--- config.mk ---
export PLATFORM = sky130hd
export DESIGN_NAME = fft4_core
export DESIGN_NICKNAME = d
export VERILOG_FILES = /design/src/rtl/fft4_pkg.sv /design/src/rtl/fft4_bfly.sv /design/src/rtl/fft4_twiddle.sv /design/src/rtl/fft4_ctrl.sv /design/src/rtl/fft4_core.sv
export SDC_FILE = /design/constraint.sdc
export NUM_CORES = 1
export LEC_CHECK = 0
export BUFFER_PORTS_ARGS = -buffer_cell sky130_fd_sc_hd__buf_2
export CORE_AREA = 2 2 110 112
export CTS_CLUSTER_SIZE = 24
export DETAILED_ROUTE_END_ITERATION = 10
export DIE_AREA = 0 0 112 114
export PLACE_DENSITY = 0.72
export RECOVER_POWER = 100
export SLEW_MARGIN = 30
export SYNTH_ARGS = -nofsm -noshare
export SYNTH_HDL_FRONTEND = slang
export SYNTH_SLANG_ARGS = --single-unit
--- constraint.sdc ---
create_clock -name clk -period 2.7 [get_ports clk]
set_input_delay 0.81 -clock clk [delete_from_list [all_inputs] [get_ports clk]]
set_output_delay 0.81 -clock clk [all_outputs]
set_load 0.1 [all_outputs]
--- src/rtl/fft4_pkg.sv ---
package fft4_pkg;

    localparam int NIB_W  = 4;
    localparam int WORD_W = 2 * NIB_W;
    localparam int NPTS   = 4;
    localparam int HALF   = NPTS / 2;
    localparam int EXT_W  = NIB_W + 1;
    localparam int SUM_W  = EXT_W + 1;
    localparam int RND_W  = SUM_W + 1;

    typedef struct packed {
        logic signed [NIB_W-1:0] re;
        logic signed [NIB_W-1:0] im;
    } cplx_t;

    typedef struct packed {
        logic signed [EXT_W-1:0] re;
        logic signed [EXT_W-1:0] im;
    } cplx_ext_t;

    typedef enum logic [1:0] {
        ST_IDLE   = 2'd0,
        ST_STAGE1 = 2'd1,
        ST_HOLD   = 2'd2
    } fsm_state_t;

    function automatic cplx_ext_t widen(input cplx_t v);
        cplx_ext_t r;
        r.re = EXT_W'(v.re);
        r.im = EXT_W'(v.im);
        return r;
    endfunction

    // Halve with round-half-up, then clamp into the nibble range.
    function automatic logic [NIB_W-1:0] halve_clamp(input logic signed [SUM_W-1:0] v);
        logic signed [RND_W-1:0] w;
        logic signed [RND_W-1:0] hi;
        logic signed [RND_W-1:0] lo;
        hi = RND_W'((1 << (NIB_W - 1)) - 1);
        lo = -RND_W'(1 << (NIB_W - 1));
        w  = {v[SUM_W-1], v} + RND_W'(1);
        w  = w >>> 1;
        if (w > hi) begin
            w = hi;
        end else if (w < lo) begin
            w = lo;
        end
        return w[NIB_W-1:0];
    endfunction

endpackage

--- src/rtl/fft4_bfly.sv ---
module fft4_bfly
    import fft4_pkg::*;
(
    input  cplx_ext_t a,
    input  cplx_ext_t b,
    output cplx_t     sum_o,
    output cplx_t     dif_o
);

    logic signed [SUM_W-1:0] sum_re;
    logic signed [SUM_W-1:0] sum_im;
    logic signed [SUM_W-1:0] dif_re;
    logic signed [SUM_W-1:0] dif_im;

    always_comb begin
        sum_re = SUM_W'($signed(a.re)) + SUM_W'($signed(b.re));
        sum_im = SUM_W'($signed(a.im)) + SUM_W'($signed(b.im));
        dif_re = SUM_W'($signed(a.re)) - SUM_W'($signed(b.re));
        dif_im = SUM_W'($signed(a.im)) - SUM_W'($signed(b.im));
        sum_o.re = halve_clamp(sum_re);
        sum_o.im = halve_clamp(sum_im);
        dif_o.re = halve_clamp(dif_re);
        dif_o.im = halve_clamp(dif_im);
    end

endmodule

--- src/rtl/fft4_twiddle.sv ---
module fft4_twiddle
    import fft4_pkg::*;
#(
    parameter int unsigned K = 0
) (
    input  cplx_t     x,
    output cplx_ext_t y
);

    cplx_ext_t xw;
    assign xw = widen(x);

    generate
        if (K == 0) begin : g_unity
            assign y = xw;
        end else begin : g_minus_j
            // (re + j im) * (-j) = im - j re
            assign y.re = xw.im;
            assign y.im = -xw.re;
        end
    endgenerate

endmodule

--- src/rtl/fft4_ctrl.sv ---
module fft4_ctrl
    import fft4_pkg::*;
(
    input  logic clk,
    input  logic rst_n,
    input  logic start,
    output logic ld_stage1,
    output logic ld_bins,
    output logic done
);

    fsm_state_t state_q;
    fsm_state_t state_d;

    always_ff @(posedge clk or negedge rst_n) begin
        if (!rst_n) begin
            state_q <= ST_IDLE;
        end else begin
            state_q <= state_d;
        end
    end

    always_comb begin
        state_d = state_q;
        unique case (state_q)
            ST_IDLE:   if (start) state_d = ST_STAGE1;
            ST_STAGE1: state_d = start ? ST_STAGE1 : ST_HOLD;
            ST_HOLD:   if (start) state_d = ST_STAGE1;
            default:   state_d = ST_IDLE;
        endcase
    end

    always_comb begin
        ld_stage1 = start;
        ld_bins   = 1'b0;
        done      = 1'b0;
        unique case (state_q)
            ST_IDLE:   ;
            ST_STAGE1: ld_bins = !start;
            ST_HOLD:   done = 1'b1;
            default:   ;
        endcase
    end

endmodule

--- src/rtl/fft4_core.sv ---
module fft4_core
    import fft4_pkg::*;
(
    input  logic       clk,
    input  logic       rst_n,
    input  logic       start,
    input  logic [7:0] sample0,
    input  logic [7:0] sample1,
    input  logic [7:0] sample2,
    input  logic [7:0] sample3,
    output logic [7:0] bin0,
    output logic [7:0] bin1,
    output logic [7:0] bin2,
    output logic [7:0] bin3,
    output logic       done
);

    cplx_t smp [NPTS];
    cplx_t s1_d [NPTS];
    cplx_t s1_q [NPTS];
    cplx_t bin_d [NPTS];
    cplx_t bin_q [NPTS];
    logic  ld_stage1;
    logic  ld_bins;

    assign smp[0] = cplx_t'(sample0);
    assign smp[1] = cplx_t'(sample1);
    assign smp[2] = cplx_t'(sample2);
    assign smp[3] = cplx_t'(sample3);

    fft4_ctrl u_ctrl (
        .clk       (clk),
        .rst_n     (rst_n),
        .start     (start),
        .ld_stage1 (ld_stage1),
        .ld_bins   (ld_bins),
        .done      (done)
    );

    // Stage 1: bit-reversed pairs (p, p+HALF); slot 2p = sum, 2p+1 = difference.
    generate
        for (genvar p = 0; p < HALF; p++) begin : g_stage1
            fft4_bfly u_bf (
                .a     (widen(smp[p])),
                .b     (widen(smp[p+HALF])),
                .sum_o (s1_d[2*p]),
                .dif_o (s1_d[2*p+1])
            );
        end
    endgenerate

    // Stage 2: A_k = s1_q[k], B_k = s1_q[HALF+k] rotated by W^k.
    generate
        for (genvar k = 0; k < HALF; k++) begin : g_stage2
            cplx_ext_t b_rot;
            fft4_twiddle #(.K(k)) u_tw (
                .x (s1_q[HALF+k]),
                .y (b_rot)
            );
            fft4_bfly u_bf (
                .a     (widen(s1_q[k])),
                .b     (b_rot),
                .sum_o (bin_d[k]),
                .dif_o (bin_d[k+HALF])
            );
        end
    endgenerate

    always_ff @(posedge clk or negedge rst_n) begin
        if (!rst_n) begin
            for (int i = 0; i < NPTS; i++) begin
                s1_q[i] <= '0;
            end
        end else if (ld_stage1) begin
            for (int i = 0; i < NPTS; i++) begin
                s1_q[i] <= s1_d[i];
            end
        end
    end

    always_ff @(posedge clk or negedge rst_n) begin
        if (!rst_n) begin
            for (int i = 0; i < NPTS; i++) begin
                bin_q[i] <= '0;
            end
        end else if (ld_bins) begin
            for (int i = 0; i < NPTS; i++) begin
                bin_q[i] <= bin_d[i];
            end
        end
    end

    assign bin0 = WORD_W'(bin_q[0]);
    assign bin1 = WORD_W'(bin_q[1]);
    assign bin2 = WORD_W'(bin_q[2]);
    assign bin3 = WORD_W'(bin_q[3]);

endmodule

==> Word-level counts from Yosys, hierarchy flattened <==
Cells that the tools add are included.
{ "word_totals": {"regBits": 66, "in_bits": 35, "output_inout_bits": 33, "word_cells": 125} }
{ "op_classes": {"n_addsub": 33, "n_lt_le_gt_ge": 32, "eq_ne": 3, "muxes": 37, "reduce_logical": 3} }
{ "op_table": {"columns": ["op", "count"], "rows": [
  ["2-to-1 mux 4 bit", 32],
  ["adder 5 x 2 -> 6 bit, second input constant", 14],
  ["> comparator 6 x 4 -> 1 bit, second input constant", 9],
  ["less-than comparator 6 x 4 -> 1 bit, second input constant", 9],
  ["adder 4 x 4 -> 5 bit", 7],
  ["> comparator 5 x 4 -> 1 bit, second input constant", 7],
  ["less-than comparator 5 x 4 -> 1 bit, second input constant", 7],
  ["subtractor 4 x 4 -> 5 bit", 7],
  ["adder 6 x 2 -> 7 bit, second input constant", 2],
  ["adder 4 x 5 -> 6 bit", 1],
  ["subtractor 4 x 5 -> 6 bit", 1],
  ["negation 4 -> 5 bit", 1],
  ["2-to-1 mux 2 bit", 2],
  ["case mux 2 bit (2 select lines)", 1],
  ["== test 2 x 1 -> 1 bit, second input constant", 1],
  ["== test 2 bit, second input constant", 1],
  ["logical NOT 2 bit", 1],
  ["2-to-1 mux 1 bit", 2],
  ["!= test 2 x 1 -> 1 bit, second input constant", 1],
  ["OR reduction 2 bit", 1],
  ["logical NOT 1 bit", 1]
]} }

==> Logic depth before layout (Yosys ltp) <==
{ "logic_depth": {"depth_word": 6, "mapped_depth": 12, "ltp_nobuf": 12} }

==> Hierarchy <==
Synthesis repeated with hierarchy kept, for this count alone.
{ "hier_totals": {"cells_unflattened": 880, "area_unflattened_um2": 8055.2} }
{ "modules_own_cells": {"columns": ["mod", "n_inst", "cells_per_inst", "area_each_um2", "seq_area_each_um2"], "rows": [
  ["fft4_core", 1, 136, 2690.1, 1601.5],
  ["fft4_bfly at g_stage1[1].u_bf ...", 2, 186, 1340.0, 0.0],
  ["fft4_bfly at g_stage2[1].u_bf", 1, 180, 1265.0, 0.0],
  ["fft4_bfly at g_stage1[0].u_bf", 1, 160, 1152.4, 0.0],
  ["fft4_twiddle at g_stage2[1].u_tw", 1, 14, 101.3, 0.0],
  ["fft4_ctrl", 1, 8, 91.3, 50.0],
  ["fft4_twiddle at g_stage2[0].u_tw", 1, 10, 75.1, 0.0]
]} }

==> Worst setup path before layout <==
Ideal clock, no wire load.
{ "synth_timing": {"kind": "input-to-reg", "from": "input port sample1[7]", "to": "register s1_q[4] (netlist name)", "setup_time_ps": 125, "arrival_ps": 2674, "required_ps": 2575, "path_slack_ps": -99, "stages": 8, "n_path_buf": 0, "path_cell_list": "inv_1 ha_1 ha_1 nor2b_1 a2111oi_4 a31oi_2 maj3_1 mux2_2"} }
{ "synth_via": {"elab_chain_cells": 5, "elab_cells_between_ends": 6, "classes_between": "2 x add/sub; 2 x order compare; 2 x mux"} }
{ "synth_lines": {"columns": ["item", "line", "text"], "rows": [
  ["start, declared", "fft4_core.sv:8", "input logic [7:0] sample1,"],
  ["subtractor 4 x 4 -> 5 bit *", "fft4_bfly.sv:18", "dif_re = SUM_W'($signed(a.re)) - SUM_W'($signed(b.re));"],
  ["adder 5 x 2 -> 6 bit *", "fft4_pkg.sv:41", "w = {v[SUM_W-1], v} + RND_W'(1);"],
  ["less-than comparator 6 x 4 -> 1 bit", "fft4_pkg.sv:45", "end else if (w < lo) begin"],
  ["2-to-1 mux 4 bit", "fft4_pkg.sv:45", null],
  ["2-to-1 mux 4 bit *", "fft4_pkg.sv:43", "if (w > hi) begin"],
  ["end signal, assigned by index", "fft4_core.sv:76", "s1_q[i] <= s1_d[i];"],
  ["end, declared", "fft4_core.sv:20", "cplx_t s1_q [NPTS];"]
]} }
Mark *: on every way between the ends. The rest lies on a longest branch, timed or not.
A chain may end at the register's enable or synchronous reset.

==> Worst setup path in the final report <==
{ "layout_timing": {"from": "register s1_q[4] (netlist name)", "to": "register bin_q, in the netlist bin3[1]"} }
{ "layout_via": {"elab_chain_cells": 6, "elab_cells_between_ends": 7, "classes_between": "3 x add/sub; 2 x order compare; 2 x mux"} }
{ "layout_lines": {"columns": ["item", "line", "text"], "rows": [
  ["negation 4 -> 5 bit *", "fft4_twiddle.sv:19", "assign y.im = -xw.re;"],
  ["subtractor 4 x 5 -> 6 bit *", "fft4_bfly.sv:19", "dif_im = SUM_W'($signed(a.im)) - SUM_W'($signed(b.im));"],
  ["adder 6 x 2 -> 7 bit *", "fft4_pkg.sv:41", null],
  ["less-than comparator 6 x 4 -> 1 bit", "fft4_pkg.sv:45", null],
  ["2-to-1 mux 4 bit", "fft4_pkg.sv:45", null],
  ["2-to-1 mux 4 bit *", "fft4_pkg.sv:43", null],
  ["end signal, assigned by index", "fft4_core.sv:88", "bin_q[i] <= bin_d[i];"],
  ["end, declared", "fft4_core.sv:22", "cplx_t bin_q [NPTS];"]
]} }
Marks and branches as above.

==> metrics.md <==
| Metric | Value |
|---|---|
| Status | `finished, final reports clean` |
| Post-Place Worst Slack | `-0.265 ns` |
| Worst path cell trace | `inv_2 -> ha_4 -> xnor2_2 -> ha_1 -> buf_4 -> fa_2 -> nand2b_4 -> a21oi_4 -> xnor2_4 -> a211oi_2 -> a211oi_1` |
| Pin count of the biggest net entering global routing | `57` |
| First-pass GRT wire length | `20900 um` |
| DR vias | `4745` |
| Chip Height | `114 um` |
| Pre-Repair DR Iteration Count | `4` |
| # DRC | `0` |
| Fin Hold WS | `0.475 ns` |
| Clk slew on worst S/H paths | `0.05 ns` |
| Syn Std Cell Area | `5710 sq um` |
| Total CTS buffers | `9` |
| Setup slack after layout | `0.0612 ns` |
| CTS Buffer Depth | `2` |
| Met2 usage in global routing | `34.7%` |
| Top Usage Layer GRT | `met2` |
| Slowest-stage cell, CP | `dfrtp_1` |
| Fmax achieved | `379 MHz` |
| Worst setup path category | `register to register` |
| Site row count | `40` |
| CP max FO | `3` |
| Later-pin clock latency in the skew report | `0.33 ns` |
| Final Cycle Share | `97.7%` |
| Post-synthesis sequential area ratio | `28.9%` |
| ANT cells | `0` |
| Max-slew violation count | `0` |
| Routing usage on met1 | `25.2%` |
| Final Hold Vio Count | `0` |
| Share of cells above drive strength 1 | `24.2%` |
| Yosys warnings | `0` |
| Die Wd | `112 um` |
| Vias in the first global route | `4734` |
| CTS Hold Bufs | `0` |
| Antenna viol nets, final | `0` |
| CTS tree | `yes` |
| Via/cell ratio | `5.25` |
| Starting density of the core | `48.8%` |
| Number of synthesized flops with an enable pin | `0` |
| Top_reg_cell synth | `dfrtp_1` |
| Worst Skew | `0.00577 ns` |
| CTS root buffer | `clkbuf_16` |
| Cells after Synth | `618` |
| WL final | `12800 um` |
| Final setup viols | `0` |
| Max-Cap Viols | `0` |
| Worst path required time | `2.90 ns` |
| Worst Path Buf+Inv | `2` |
| Least-Margin Pin Slew | `1.36 ns` |
| FFs w/ async S/R, synth | `100%` |
| Layout Nets | `886` |
| Synthesized flop and latch total | `66` |
| Critical path's largest stage delay | `0.41 ns` |
| Gr ovfl total | `0` |
| Leakage power | `3.35 nW` |
| Final HPWL DP | `10000 um` |
| Buffers on Ports | `67` |
| Min-Delay Path Class | `input pin to asynchronous set/reset pin` |
| Initial antenna violation count | `0` |
| Tmin final | `2.64 ns` |
| Leading post-synthesis cells by cell area | `dfrtp_1 29%, ha_1 18%, inv_1 6.3%, fa_1 5.6%, xnor2_1 3.7%` |
| DR WL/cell | `14.1 um` |
| CP Capture Type | `register` |
| 1st-iter DRT viols | `227` |
| Arrival time at the worst endpoint | `2.84 ns` |
| All-Layer GR Usage | `19.7%` |
| Synth-to-Final Area Change | `25.9%` |
| Syn nets | `753` |
| Clk sink count | `66` |
| Die area | `12800 sq um` |
| Placeable Area | `11700 sq um` |
| Pwr/cell area | `1140 nW/um^2` |
| Top delay family on crit path | `adder cells` |
| Post-synth top area cell | `dfrtp_1` |
| CP Launch Type | `register` |
| H-tree depth | `3` |
| Final GP Congestion | `0.850` |
| I/O Pins | `68` |
| Peak supply drop | `1170 uV` |
| Mapped Avg Cell Area | `9.24 sq um` |
| Final core occ | `61.4%` |
| Slew margin rel. | `9.12%` |
| Area fraction of the dominant cell type after synthesis | `28.9%` |
| Unique masters post-synth | `60` |
| GR met3 Demand/Resource | `2.55%` |
==> cell families (layout without fill, tap and decap cells) <==
group	Yosys count	after routing	synth area share, %
flip-flops	66	66	28.9
AO/OA/AOI/OAI	156	156	20.3
adder cells (fa/ha/maj)	108	108	25.5
multiplexers	12	12	2.28
buffers and inverters	107	245	7.06
AND/OR/NAND/NOR	139	139	11.4
XOR/XNOR	30	30	4.60
==> worst paths after layout <==
check,startpoint,to,slack (ns),cells after the start
setup / recovery,s1_q[4],bin3[1],0.06,11
hold / removal,rst_n,s1_q[11],0.47,1
setup reg to reg,s1_q[4],bin3[1],0.06,11
hold reg to reg,bin0[1],bin0[1],0.48,2
max in group asynchronous,rst_n,bin3[3],0.55,2
min in group clk,bin0[1],bin0[1],0.48,2
==> metrics by stage <==
step / area [sq um] / setup TNS, ns / std cells / power, mW
after floorplan: 5740 / 0 / 618 / 5.45
after global placement: 6680 / -0.959 / 880 / 6.35
after detailed placement: 6680 / -2.47 / 880 / 6.51
after CTS: 7040 / -0.0433 / 897 / 7.87
after global routing: 7190 / -0.0829 / 903 / 8.71
final: 7190 / 0 / 903 / 8.20
==> flip-flops by register name (all words and copies together) (netlist names) <==
register        count
bin0                8
bin1                8
bin2                8
bin3                8
s1_q               32
u_ctrl.state_q      2
==> timing repair <==
action | 4_1_cts | 5_1_grt
pin swaps | 2 | 15
endpoints found under the setup margin | 3 | 11
resized for setup | 5 | 39
setup buffers | 1 | 6
==> worst reg2reg max path, delay by kind of cell (launching register included) <==
kind                       cells  cell delay [ns]
adders and majority gates      3             0.89
DFF                            1             0.41
and+or+nand+nor                1             0.17
buffers and inverters          2             0.22
AOI/OAI and AO/OA              3             0.59
xor gates and xnor gates       2             0.25
==> layout by cell type (no fill, tap or decap), drive strengths merged, types with 5 or more instances in the layout <==
master / instances
nand3: 5
xor2: 6
a21oi: 37
a211oi: 9
fa: 16
a31oi: 14
o221a: 9
o21bai: 8
o22a: 9
maj3: 8
o21ai: 27
buf: 89
a2111oi: 10
inv: 96
clkbuf: 55
a21o: 8
mux2: 8
nand2: 36
nor2: 54
dfrtp: 66
nor3: 10
ha: 84
xnor2: 24
nor2b: 15
==> routing by layer <==
| metal | vias to the layer above | part of all wire [%] |
|---|---|---|
| li1 | 2408 | - |
| met1 | 2235 | 46 |
| met2 | 84 | 49 |
| met3 | 18 | 3.1 |
| met4 | 0 | 1.7 |
| met5 | - | 0 |
==> power by group <==
part,switching (mW),internal (mW)
Combinational,3.57,1.80
Sequential,0.266,1.33
Clock,0.410,0.829
==> cell type report <==
cell class              instances  area, sq um
clock buffers                  11          243
clock inverters                 5         77.6
fillers                      1015         4520
inverters                      96          360
multi-input cells             445         3900
flip-flops and latches         66         1650
well taps                     147          184
repair buffers                133          776
==> cells in the mapped netlist (all sizes together), types with 5 or more instances <==
library cell  number
nor3              10
a21o               8
inv               96
clkbuf             8
dfrtp             66
maj3               8
a2111oi           10
a21oi             37
o22a               9
mux2               8
fa                16
nor2b             15
xnor2             24
nand3              5
nor2              54
xor2               6
ha                84
nand2             36
a211oi             9
o21ai             27
o21bai             8
o221a              9
a31oi             14
No activity file was read; power rests on OpenSTA's default activity.
